===== src/rtl/cfu_pkg.sv =====
package cfu_pkg;

  typedef enum logic [1:0] {
    OPC_ARITH = 2'd0,
    OPC_LOGIC = 2'd1,
    OPC_CMP   = 2'd2,
    OPC_TEST  = 2'd3
  } op_class_e;

  typedef struct packed {
    logic n;
    logic z;
    logic c;
    logic v;
  } nzcv_t;

  localparam int unsigned COND_W     = 4;
  localparam int unsigned COND_PAIRS = 1 << (COND_W - 1);

endpackage


===== src/rtl/cfu_predicate.sv =====
module cfu_predicate
  import cfu_pkg::*;
(
  input  nzcv_t             flags_i,
  input  logic [COND_W-1:0] cond_i,
  output logic              pass_o
);

  // Each pair of codes shares one base test; the low code bit inverts it,
  // except in the last pair, where both codes always pass.
  logic [COND_PAIRS-1:0] base;
  logic                  sel_base;
  logic                  last_pair;

  genvar gi;
  generate
    for (gi = 0; gi < COND_PAIRS; gi++) begin : g_pair
      if (gi == 0) begin : g_zero
        assign base[gi] = flags_i.z;
      end else if (gi == 1) begin : g_carry
        assign base[gi] = flags_i.c;
      end else if (gi == 2) begin : g_neg
        assign base[gi] = flags_i.n;
      end else if (gi == 3) begin : g_ovf
        assign base[gi] = flags_i.v;
      end else if (gi == 4) begin : g_higher
        assign base[gi] = flags_i.c & ~flags_i.z;
      end else if (gi == 5) begin : g_ge
        assign base[gi] = ~(flags_i.n ^ flags_i.v);
      end else if (gi == 6) begin : g_gt
        assign base[gi] = ~flags_i.z & ~(flags_i.n ^ flags_i.v);
      end else begin : g_always
        assign base[gi] = 1'b1;
      end
    end
  endgenerate

  always_comb begin
    sel_base  = base[cond_i[COND_W-1:1]];
    last_pair = (cond_i[COND_W-1:1] == COND_W'(COND_PAIRS - 1));
    pass_o    = last_pair ? 1'b1 : (sel_base ^ cond_i[0]);
  end

endmodule


===== src/rtl/cfu_flag_next.sv =====
module cfu_flag_next
  import cfu_pkg::*;
#(
  parameter int unsigned W = 32
) (
  input  nzcv_t        cur_i,
  input  logic         exec_i,
  input  op_class_e    cls_i,
  input  logic         set_i,
  input  logic [W-1:0] result_i,
  input  logic         add_carry_i,
  input  logic         add_ovf_i,
  input  logic         shift_carry_i,
  output nzcv_t        nxt_o,
  output logic         we_o
);

  localparam int unsigned MSB = W - 1;

  logic res_neg;
  logic res_zero;
  logic always_upd;

  always_comb begin
    res_neg    = result_i[MSB];
    res_zero   = ~|result_i;
    always_upd = (cls_i == OPC_CMP) || (cls_i == OPC_TEST);
    we_o       = exec_i && (always_upd || set_i);

    nxt_o   = cur_i;
    nxt_o.n = res_neg;
    nxt_o.z = res_zero;
    unique case (cls_i)
      OPC_ARITH, OPC_CMP: begin
        nxt_o.c = add_carry_i;
        nxt_o.v = add_ovf_i;
      end
      OPC_LOGIC: begin
        nxt_o.c = shift_carry_i;
      end
      default: begin
        // test class: carry and overflow are kept
      end
    endcase
  end

endmodule


===== src/rtl/cfu_flag_reg.sv =====
module cfu_flag_reg
  import cfu_pkg::*;
(
  input  logic  clk,
  input  logic  rst,
  input  logic  we_i,
  input  nzcv_t d_i,
  output nzcv_t q_o
);

  always_ff @(posedge clk) begin
    if (rst) begin
      q_o <= '0;
    end else if (we_i) begin
      q_o <= d_i;
    end
  end

endmodule


===== src/rtl/cond_flag_unit.sv =====
module cond_flag_unit
  import cfu_pkg::*;
#(
  parameter int unsigned W = 32
) (
  input  logic         clk,
  input  logic         rst,
  input  logic         valid,
  input  logic [1:0]   op_class,
  input  logic         set_flags,
  input  logic [3:0]   cond,
  input  logic [W-1:0] result,
  input  logic         add_carry,
  input  logic         add_ovf,
  input  logic         shift_carry,
  output logic [3:0]   flags,
  output logic         exec_en
);

  nzcv_t     cur_q;
  nzcv_t     nxt;
  logic      we;
  logic      pass;
  op_class_e cls;

  assign cls = op_class_e'(op_class);

  cfu_predicate u_pred (
    .flags_i (cur_q),
    .cond_i  (cond),
    .pass_o  (pass)
  );

  assign exec_en = valid & pass;

  cfu_flag_next #(.W(W)) u_next (
    .cur_i         (cur_q),
    .exec_i        (exec_en),
    .cls_i         (cls),
    .set_i         (set_flags),
    .result_i      (result),
    .add_carry_i   (add_carry),
    .add_ovf_i     (add_ovf),
    .shift_carry_i (shift_carry),
    .nxt_o         (nxt),
    .we_o          (we)
  );

  cfu_flag_reg u_reg (
    .clk  (clk),
    .rst  (rst),
    .we_i (we),
    .d_i  (nxt),
    .q_o  (cur_q)
  );

  assign flags = cur_q;

endmodule


===== config.mk =====
export PLATFORM = sky130hd
export DESIGN_NAME = cond_flag_unit
export DESIGN_NICKNAME = d
export VERILOG_FILES = /design/src/rtl/cfu_pkg.sv /design/src/rtl/cfu_predicate.sv /design/src/rtl/cfu_flag_next.sv /design/src/rtl/cfu_flag_reg.sv /design/src/rtl/cond_flag_unit.sv
export SDC_FILE = /design/constraint.sdc
export NUM_CORES = 1
export LEC_CHECK = 0
export ABC_AREA = 1
export BUFFER_PORTS_ARGS = -buffer_cell sky130_fd_sc_hd__buf_2
export CAP_MARGIN = 40
export CORE_UTILIZATION = 28
export DETAILED_ROUTE_END_ITERATION = 10
export PLACE_DENSITY = 0.78
export SLEW_MARGIN = 30
export SYNTH_ARGS = -nofsm -noshare
export SYNTH_HDL_FRONTEND = slang
export SYNTH_SLANG_ARGS = --single-unit

===== constraint.sdc =====
create_clock -name clk -period 1.1 [get_ports clk]
set_input_delay 0.055 -clock clk [delete_from_list [all_inputs] [get_ports clk]]
set_output_delay 0.055 -clock clk [all_outputs]
set_load 0.02 [all_outputs]

==> out/results.txt <==
Worst setup SP type -> register
Diodes inserted -> 0
Detail Placement HPWL -> 1.14 mm
initial antenna violation count -> 0
Final WS setup -> -0.304 ns
H-Tree Depth -> 1
Critical Path End Type -> output port
Die ar. -> 1660 sq um
Worst Tran Pin Value -> 0.260 ns
Post-Syn Area -> 420 sq um
Final Hold Viols -> 0
gpl congestion -> 0.703
CP Depth -> 11
Most Frequent Cell on Critical Path -> nand2_1
Int Power -> 0.000427 W
Hold WC Path Type -> input pin to register
worst path cell trace -> inv_2 > nand2_1 > nand2_1 > nand2_1 > nand2_1 > nand2_2 > nand2_1 > nand2_1 > nand3_2 > and2_4 > buf_6
static leakage -> 0.453 nW
worst path required time -> 1.04 ns
Pwr Total -> 0.000641 W
DRC -> 0
share of layout cells above drive strength 1 -> 57.3%
Worst Min Path Start -> add_ovf
EDFF count, synth -> 0
die width -> 40.8 um
Top reg by flops -> u_reg.q_o
Max IR drop VDD -> 461 uV
Final Skew -> 0.00491 ns
Synth cell types -> 18
DR vias/cell -> 4.65
RSZ-0062 raised after global routing -> true
top-count cell post-synth -> nand2_1
sequential share of the synthesized area -> 19.0%
first-pass GRT wire length -> 1.84 mm
Antenna Nets Post-Route -> 0
critical path startpoint -> u_reg.q_o[2]
reg2reg path depth -> 14
pre-CTS setup slack -> -0.166 ns
Comb pwr share -> 43.7%
critical path arrival -> 1.35 ns
largest net degree at the start of global routing -> 7
CP top delay family -> simple AND/OR/NAND/NOR gates
DR vias -> 679
GR Overflow Total -> 0
Net Sw Power -> 0.000214 W
number of global-route vias before repair -> 539
PwrDens -> 814 nW/um^2
reg-to-reg slack, setup -> -0.26 ns
commonest cells in the netlist -> nand2_1 (22), nor2_1 (11), inv_1 (9)
mean area per synthesized cell -> 5.76 sq um
CTS Buf Count -> 3
max reg flops -> 4
clock slew at reported path FFs -> 0.04 ns
initial core utilization -> 31.1%
Routed WL per cell -> 9.02 um
die height -> 40.8 um
status -> finished with violations
failing checks -> negative setup slack
post-synth top area share -> 19.6%
Total GRT Usage -> 17.1%
biggest registers after layout -> u_reg.q_o (4)
clock root cell -> clkbuf_4
Max-cap violations -> 0
final setup vio count -> 5
critical path buffer and inverter count -> 2
Slew Viols, Final -> 0
Initial DRC Count -> 4
deepest clock path buffer count -> 2
CTS tree -> done
FF+latch count, synth -> 4
Max FO, Critical Path -> 4
Ports -> 50
final worst-path cycle share -> 128%
synth warn -> 0
crit path to -> exec_en
Max transition margin -> 82.5%
slowest CP cell -> dfxtp_4
Primary FF master, synth -> dfxtp_1
Crit Path Class -> register to output port
Net Sw Frac -> 33.4%
Clk pwr share -> 29.9%
reg2reg start -> u_reg.q_o[2]
biggest area consumer among synthesized cells -> nand2_1
reg-to-reg endpoint -> u_reg.q_o[0]
Largest stage delay, worst path -> 0.36 ns
Port Buffers -> 49
worst-skew pair later-pin latency -> 0.24 ns
Area Growth Syn to Fin -> 87.2%
Final nets -> 178
register share of total power -> 26.4%
largest cells by area after synthesis -> nand2_1 (20%), dfxtp_1 (19%), nor4_1 (12%)
drt pass-1 iters -> 3
FFs w/ async S/R, synth -> 0%
Core Area -> 1350 sq um
Cell Rows -> 13
Final min period -> 1.40 ns
Post-Route WL -> 1.32 mm
Mapped Cells -> 73
Syn Nets -> 118
Max Clk Rate -> 712 MHz
CTS Sinks -> 4
## layer usage
layer	up-vias	track usage, %	wire length, um
met4	0	7.50	16
li1	357	-	-
met5	-	0	0
met3	2	5.43	120
met2	43	34.9	671
met1	277	14.5	508
## per-stage QoR
step                      std cells  setup TNS [ns]  util (%)  area (sq um)  hold WS (ns)
after global placement          141          -0.609      54.1           731         0.288
after detailed placement        141          -0.734      54.1           731         0.285
after CTS                       146           -1.30      58.3           787        0.0348
after global routing            146           -1.82      58.3           787        0.0466
after floorplan                  73          -0.287         -           437         0.189
final                           146           -1.27      58.3           787        0.0320
## power by group through the flow
stage / combinational [W] / clock [W] / sequential, W
3_5_place_dp: 0.000254 / 0 / 0.000171
5_1_grt: 0.000311 / 0.000201 / 0.000171
4_1_cts: 0.000281 / 0.000196 / 0.000169
3_3_place_gp: 0.000249 / 0 / 0.000170
6_report: 0.000280 / 0.000192 / 0.000169
2_1_floorplan: 0.000108 / 0 / 0.000186
## cell type report
type / instances / area (sq um)
clock buffer: 3 / 22.5
fill: 140 / 563
multi-input combinational: 59 / 317
sequential: 4 / 95.1
timing repair buffer: 55 / 297
inverter: 10 / 37.5
tap: 15 / 18.8
## worst min path at each step
stage | to | depth (start not counted)
final | u_reg.q_o[0] | 3
after global routing | u_reg.q_o[0] | 3
after CTS | u_reg.q_o[0] | 3
after detailed placement | u_reg.q_o[0] | 3
after global placement | u_reg.q_o[0] | 3
after floorplan | u_reg.q_o[0] | 2
## cell usage in the layout, fill, tap and decap left out
cell      netlist  layout
nand3_4         0       1
inv_1           9       7
nand4_1         3       3
dfxtp_4         0       4
buf_4           0       6
nand3_1         2       2
a21oi_2         1       2
nor2_1         11      11
nand2_1        22      22
and2_0          1       1
or2_2           1       1
mux2_2          1       1
nand3_2         3       2
buf_6           0       1
and2_4          0       1
inv_2           1       3
nand2_2         2       2
xnor2_1         1       1
buf_2           0      48
clkbuf_4        0       3
nor4_1          8       8
o21ai_1         1       1
## worst min-delay path: stages
cell and delay, ns:
buf_2 0.07, nor2_1 0.03, nor2_1 0.08
## timing repair
item / in CTS / in global routing
endpoints found under the setup margin: 5 / 5
pin swaps: 2 / 0
setup buffers: 2 / 0
hold buffers: 0 / 0
resized for setup: 5 / 0
## cells by family after synthesis
group | after synthesis | synth area share [%]
xor gates and xnor gates | 1 | 2.08
DFF | 4 | 19.0
buffers and inverters | 10 | 8.93
muxes | 1 | 2.68
and+or+nand+nor | 54 | 62.8
AOI/OAI and AO/OA | 3 | 4.46
Power figures use the tool's default switching activity.
